===== src/rtl/chan_sync_pkg.sv =====
package chan_sync_pkg;
  localparam int NUM_POS  = 4;
  localparam int POS_W    = 2;
  localparam int DATA_W   = 7;
  localparam int BIT_START = 4;
  localparam int BIT_HOP   = 5;
  localparam int BIT_FIRST = 6;

  typedef struct packed {
    logic               first_only;
    logic               hop_en;
    logic               start_en;
    logic [NUM_POS-1:0] pos_en;
  } pin_cfg_t;

  typedef struct packed {
    logic               start;
    logic               hop;
    logic [NUM_POS-1:0] pos;
  } sync_req_t;
endpackage


===== src/rtl/chan_sync_pin_edge.sv =====
module chan_sync_pin_edge #(
  parameter int STAGES = 2
) (
  input  logic clk,
  input  logic rst_n,
  input  logic pin_async,
  output logic edge_evt
);
  logic [STAGES-1:0] sync_q;
  logic [STAGES-1:0] sync_d;
  logic              last_q;

  always_comb begin
    sync_d[0] = pin_async;
    for (int i = 1; i < STAGES; i++) begin
      sync_d[i] = sync_q[i-1];
    end
  end

  always_ff @(posedge clk or negedge rst_n) begin
    if (!rst_n) begin
      sync_q <= '0;
      last_q <= 1'b0;
    end else begin
      sync_q <= sync_d;
      last_q <= sync_q[STAGES-1];
    end
  end

  assign edge_evt = sync_q[STAGES-1] & ~last_q;
endmodule


===== src/rtl/chan_sync_pin_cfg.sv =====
module chan_sync_pin_cfg
  import chan_sync_pkg::*;
(
  input  logic              clk,
  input  logic              rst_n,
  input  logic              cfg_we,
  input  logic [DATA_W-1:0] cfg_data,
  input  logic              pin_evt,
  output sync_req_t         pin_req
);
  pin_cfg_t cfg_q, cfg_d;
  logic     fired_q, fired_d;
  logic     evt_ok;

  always_comb begin
    cfg_d = cfg_q;
    if (cfg_we) begin
      cfg_d.pos_en     = cfg_data[NUM_POS-1:0];
      cfg_d.start_en   = cfg_data[BIT_START];
      cfg_d.hop_en     = cfg_data[BIT_HOP];
      cfg_d.first_only = cfg_data[BIT_FIRST];
    end
  end

  assign evt_ok = pin_evt & ~(cfg_q.first_only & fired_q);

  always_comb begin
    fired_d = fired_q;
    if (cfg_we) begin
      fired_d = 1'b0;
    end else if (pin_evt && cfg_q.first_only) begin
      fired_d = 1'b1;
    end
  end

  always_ff @(posedge clk or negedge rst_n) begin
    if (!rst_n) begin
      cfg_q   <= '0;
      fired_q <= 1'b0;
    end else begin
      cfg_q   <= cfg_d;
      fired_q <= fired_d;
    end
  end

  always_comb begin
    pin_req.start = evt_ok & cfg_q.start_en;
    pin_req.hop   = evt_ok & cfg_q.hop_en;
    pin_req.pos   = evt_ok ? cfg_q.pos_en : '0;
  end
endmodule


===== src/rtl/chan_sync_route.sv =====
module chan_sync_route
  import chan_sync_pkg::*;
#(
  parameter int NUM_CH = 4
) (
  input  logic [NUM_CH*POS_W-1:0] ch_sel,
  input  sync_req_t               sw_req,
  input  sync_req_t               pin_req,
  output logic [NUM_CH-1:0]       start_nxt,
  output logic [NUM_CH-1:0]       hop_nxt
);
  for (genvar c = 0; c < NUM_CH; c++) begin : g_ch
    logic [POS_W-1:0] sel;
    logic             sw_hit;
    logic             pin_hit;
    assign sel          = ch_sel[c*POS_W +: POS_W];
    assign sw_hit       = sw_req.pos[sel];
    assign pin_hit      = pin_req.pos[sel];
    assign start_nxt[c] = (sw_hit & sw_req.start) | (pin_hit & pin_req.start);
    assign hop_nxt[c]   = (sw_hit & sw_req.hop)   | (pin_hit & pin_req.hop);
  end
endmodule


===== src/rtl/chan_sync_ctrl.sv =====
module chan_sync_ctrl
  import chan_sync_pkg::*;
#(
  parameter int NUM_CH      = 4,
  parameter int SYNC_STAGES = 2
) (
  input  logic                    clk,
  input  logic                    rst_n,
  input  logic [DATA_W-1:0]       wr_data,
  input  logic                    sw_we,
  input  logic                    pin_cfg_we,
  input  logic                    sync_pin,
  input  logic [NUM_CH*POS_W-1:0] ch_sel,
  output logic [NUM_CH-1:0]       start_pulse,
  output logic [NUM_CH-1:0]       hop_pulse
);
  logic              pin_evt;
  sync_req_t         pin_req;
  sync_req_t         sw_req;
  logic [NUM_CH-1:0] start_d, hop_d;
  logic [NUM_CH-1:0] start_q, hop_q;

  chan_sync_pin_edge #(.STAGES(SYNC_STAGES)) u_edge (
    .clk(clk), .rst_n(rst_n), .pin_async(sync_pin), .edge_evt(pin_evt)
  );

  chan_sync_pin_cfg u_cfg (
    .clk(clk), .rst_n(rst_n), .cfg_we(pin_cfg_we), .cfg_data(wr_data),
    .pin_evt(pin_evt), .pin_req(pin_req)
  );

  always_comb begin
    sw_req.start = sw_we & wr_data[BIT_START];
    sw_req.hop   = sw_we & wr_data[BIT_HOP];
    sw_req.pos   = sw_we ? wr_data[NUM_POS-1:0] : '0;
  end

  chan_sync_route #(.NUM_CH(NUM_CH)) u_route (
    .ch_sel(ch_sel), .sw_req(sw_req), .pin_req(pin_req),
    .start_nxt(start_d), .hop_nxt(hop_d)
  );

  always_ff @(posedge clk or negedge rst_n) begin
    if (!rst_n) begin
      start_q <= '0;
      hop_q   <= '0;
    end else begin
      start_q <= start_d;
      hop_q   <= hop_d;
    end
  end

  assign start_pulse = start_q;
  assign hop_pulse   = hop_q;
endmodule


===== config.mk =====
export PLATFORM = sky130hd
export DESIGN_NAME = chan_sync_ctrl
export DESIGN_NICKNAME = d
export VERILOG_FILES = /design/src/rtl/chan_sync_pkg.sv /design/src/rtl/chan_sync_pin_edge.sv /design/src/rtl/chan_sync_pin_cfg.sv /design/src/rtl/chan_sync_route.sv /design/src/rtl/chan_sync_ctrl.sv
export SDC_FILE = /design/constraint.sdc
export NUM_CORES = 1
export LEC_CHECK = 0
export ABC_AREA = 1
export BUFFER_PORTS_ARGS = -buffer_cell sky130_fd_sc_hd__buf_2
export CAP_MARGIN = 40
export CORE_MARGIN = 1.5
export CORE_UTILIZATION = 50
export CTS_CLUSTER_DIAMETER = 100
export DETAILED_ROUTE_END_ITERATION = 10
export PLACE_DENSITY = 0.77
export SKIP_LAST_GASP = 1
export SYNTH_ARGS = -nofsm -noshare
export SYNTH_HDL_FRONTEND = slang
export SYNTH_HIERARCHICAL = 1
export SYNTH_SLANG_ARGS = --single-unit
export TNS_END_PERCENT = 1

===== constraint.sdc =====
create_clock -name clk -period 1.2 [get_ports clk]
set_input_delay 0.12 -clock clk [delete_from_list [all_inputs] [get_ports clk]]
set_output_delay 0.12 -clock clk [all_outputs]
set_load 0.03 [all_outputs]

=== Word level (Yosys, flattened, before mapping) ===
Index checks and enable logic that the tools add are counted.

* Output and inout bits: 8
* Input port bits: 20
* Register bits: 19

* Bitwise operators: 33
* Muxes and demuxes: 20
* Magnitude comparators: 4
* Reductions and logical operators: 2

{| class="wikitable"
|+ Operators by type and width
! operator !! count
|-
| $and 1x1->1 || 23
|-
| $bmux 1 s2 || 8
|-
| $lt 2x3->1 const B || 4
|-
| $mux 1 || 10
|-
| $mux 4 || 2
|-
| $or 1x1->1 || 8
|-
| $not 1->1 || 2
|-
| $reduce_bool 2->1 || 1
|-
| $logic_and 1x1->1 || 1
|}

=== Depth between registers and ports, before layout ===
* Word-level depth: 8
* Depth in mapped cells: 8
* Gate-level depth less buffers: 8

=== Modules after synthesis ===
Netlist, hierarchy kept.

{| class="wikitable"
|+ Modules (own cells, without submodules)
! module !! seq. area each (µm²) !! cells each !! area an instance (µm²) !! instances
|-
| chan_sync_pin_cfg || 200.2 || 41 || 341.6 || 1
|-
| chan_sync_route || 0.0 || 80 || 340.3 || 1
|-
| chan_sync_ctrl || 200.2 || 20 || 245.2 || 1
|-
| chan_sync_pin_edge || 75.1 || 5 || 85.1 || 1
|}

=== Worst setup path after synthesis ===
Ideal clock, no wire load.

* Path kind: flip-flop to flip-flop
* From: register u_edge.last_q
* To: register hop_q[0] (netlist: hop_pulse[0])
* Stages on the path, launching flop included: 8
* Setup time: 0.065 ns
* Period minus slack after synthesis: 1.105 ns
* Data arrival time: 1.040 ns
* Setup slack: 0.095 ns
* Buffers on the path: 0
* Path through: dfrtp_1 -> nor2_2 -> nand2_1 -> nor2_1 -> nand2_1 -> nand3_1 -> nand3_1 -> nand2_1

{| class="wikitable"
|+ RTL lines
! element !! line !! source
|-
| start, declared || chan_sync_pin_edge.sv:11 || <nowiki>logic last_q;</nowiki>
|-
| start signal, assigned || chan_sync_pin_edge.sv:26 || <nowiki>last_q <= sync_q[STAGES-1];</nowiki>
|-
| end signal, assigned || chan_sync_ctrl.sv:49 || <nowiki>hop_q <= hop_d;</nowiki>
|-
| end, declared || chan_sync_ctrl.sv:21 || <nowiki>logic [NUM_CH-1:0] start_q, hop_q;</nowiki>
|}

==> run metrics <==
outcome=finished with violations; failing checks=setup timing; class of the worst hold path=primary input to register; Setup Fix Bufs, Post-CTS=0; Crit path top cell by count=nand2_1; Core Region=1940 um^2; share of layout cells above drive strength 1=29.1%; CTS H-tree depth=1; syn avg cell area=6.93 um^2; clock skew=0.0104 ns; vias in the first global route=852; CTS tree=yes; Slew @ Worst Pin=0.401 ns; Post-synth EDFFs=0; root cell of the clock tree=clkbuf_4; max-cap check violation count=0; fin crit share=108%; Fmax=0.769 GHz; Tmin final=1.30 ns; Hold Violations, Final=0; Sw Share=29.5%; Netlist cell types=10; required time of the worst setup path=1.42 ns; slowest stage cell, crit path=dfrtp_1; Clock Tree Buf Depth=2; Die ar.=2300 um^2; grt total ovfl=0; Yosys Warn Count=6; Detailed Routing Iterations Pass 1=4; Yosys top cell area share=47.0%; drt drc=0; Combinational Power Share=23.9%; largest net degree at the start of global routing=20; final worst slack=-0.101 ns; critical path class=register to register; DRT iter0 DRCs=52; final instance area=1330 um^2; worst-path maximum fanout=6; Num CTS Buffers=3; Starting Density=52.1%; Util after Layout=68.4%; max incr delay on CP=0.38 ns; Power Dens Cells=980 nW/um^2; power share of the sequential group=53.5%; relative slew slack=73.3%; Synth area leader=dfrtp_1; Hold WS=0.0441 ns; PortBufs=27; number of nets in the layout=203; Place WS=-0.101 ns; ys async rst share=100%; die width=48.0 um; synthesized instance count=146; reg-to-reg setup timing slack=-0.10 ns; routed len/inst=11.6 um; DPL Wire Length=1.79 mm; initial antenna violation count=0; ys flop type=dfrtp_1; Worst-Skew Late Latency=0.28 ns; post-synthesis register bit count=19; Lkg Pwr=0.743 nW; most frequent cell after synthesis=nand2_1; # IOs=28; Avg Vias per Cell=5.01; final slew viol count=0; Setup crit end kind=register; Clk pwr share=22.6%; Synth area leaders=dfrtp_1 47%, nand2_1 21%, nand3_1 16%; die height=48.0 um; Area after DPL=1200 um^2; mapped cell area=1010 um^2; P_int=0.918 mW; Worst Setup Start Kind=register; WL final=2.42 mm; Post-synth top cells=56 x nand2_1, 32 x nand3_1, 19 x dfrtp_1, 19 x inv_1, 7 x o21ai_0; first-pass GRT wire length=3.52 mm; # setup viols final=8; Synth-to-Final Area Change=31.3%; Sink Count=19; RSZ-0062 raised after global routing=true; Psw=0.385 mW; CP Cell Sequence=inv_2 -> nor2_4 -> nand2_4 -> nor2_2 -> buf_6 -> nand2_1 -> nand3_2 -> nand3_1 -> nand2_1; gr usage total=22.7%; post-route ant nets=0; site row count=16; Max IR drop VDD=0.646 mV; Syn Nets=166; post-synthesis sequential area ratio=47.0%; placer congestion estimate=0.887; vias=1047; critical path arrival=1.52 ns; clock-pin slew on the worst setup and hold paths=0.10 ns; antenna cells=0
[flip-flops by register name (all words and copies together) (netlist names)]
| signal | cells |
|---|---|
| hop_pulse | 4 |
| start_pulse | 4 |
| u_cfg/cfg_q | 7 |
| u_cfg/fired_q | 1 |
| u_edge/last_q | 1 |
| u_edge/sync_q | 2 |
[kinds of logic (layout without fill, tap and decap cells)]
kind of cell / Yosys count / count (layout) / share of synthesized area (%)
DFF: 19 / 19 / 47.0
buffers and inverters: 24 / 60 / 9.64
and+or+nand+nor: 95 / 95 / 39.4
AOI/OAI and AO/OA: 8 / 8 / 3.95
[layout make-up]
class	instances	area (um^2)
fill	173	613
multi-input combinational	103	514
sequential	19	475
timing repair buffer	33	193
inverter	23	86.3
tap	27	33.8
clock buffer	4	26.3
[critical path: cells and delay by family, from the launching register on]
kind / cells / cell delay [ns]
simple gates: 7 / 0.69
flops: 1 / 0.38
buf+inv: 2 / 0.17
[cells in the final DEF (no fill, tap or decap), drive strengths merged]
| master | instances |
|---|---|
| o21ai | 7 |
| buf | 31 |
| nand2 | 56 |
| dfrtp | 19 |
| clkbuf | 4 |
| a21oi | 1 |
| inv | 23 |
| nor2 | 7 |
| nand3 | 32 |
| dlygate4sd3 | 2 |
[stage by stage]
stage	instances	setup TNS [ns]	power, mW
after floorplan	146	0	0.866
after global placement	203	-0.441	0.974
after detailed placement	203	-0.671	0.982
after CTS	209	-0.413	1.29
after global routing	209	-0.924	1.40
final	209	-0.508	1.30
[power by group through the flow]
stage,clock [mW],sequential [mW],combinational (mW)
5_1_grt,0.348,0.703,0.348
2_1_floorplan,0,0.742,0.125
3_3_place_gp,0,0.708,0.266
3_5_place_dp,0,0.710,0.272
4_1_cts,0.316,0.697,0.281
6_report,0.295,0.697,0.311
[repair_timing]
action / 4_1_cts / 5_1_grt
pin swaps: 0 / 7
gates resized for setup: 2 / 19
hold buffers: 2 / 0
setup endpoints to repair: 8 / 8
endpoints found under the hold margin: 20 / 0
[per-layer routing]
layer | vias to the layer above | track usage (%) | share of wire [%]
li1 | 529 | - | -
met1 | 459 | 29.6 | 44
met2 | 53 | 36.5 | 49
met3 | 6 | 4.91 | 5.3
met4 | 0 | 8.65 | 1.2
met5 | - | 0 | 0
[worst paths after layout]
check | start | end | depth (start not counted)
setup / recovery | u_edge/sync_q[1] | hop_pulse[0] | 9
hold / removal | wr_data[6] | u_cfg/cfg_q[6] | 3
setup reg to reg | u_edge/sync_q[1] | hop_pulse[0] | 9
hold reg to reg | u_edge/sync_q[0] | u_edge/sync_q[1] | 0
max in group asynchronous | rst_n | hop_pulse[0] | 2
min in group asynchronous | rst_n | u_cfg/cfg_q[6] | 2
Power figures use the tool's default switching activity.
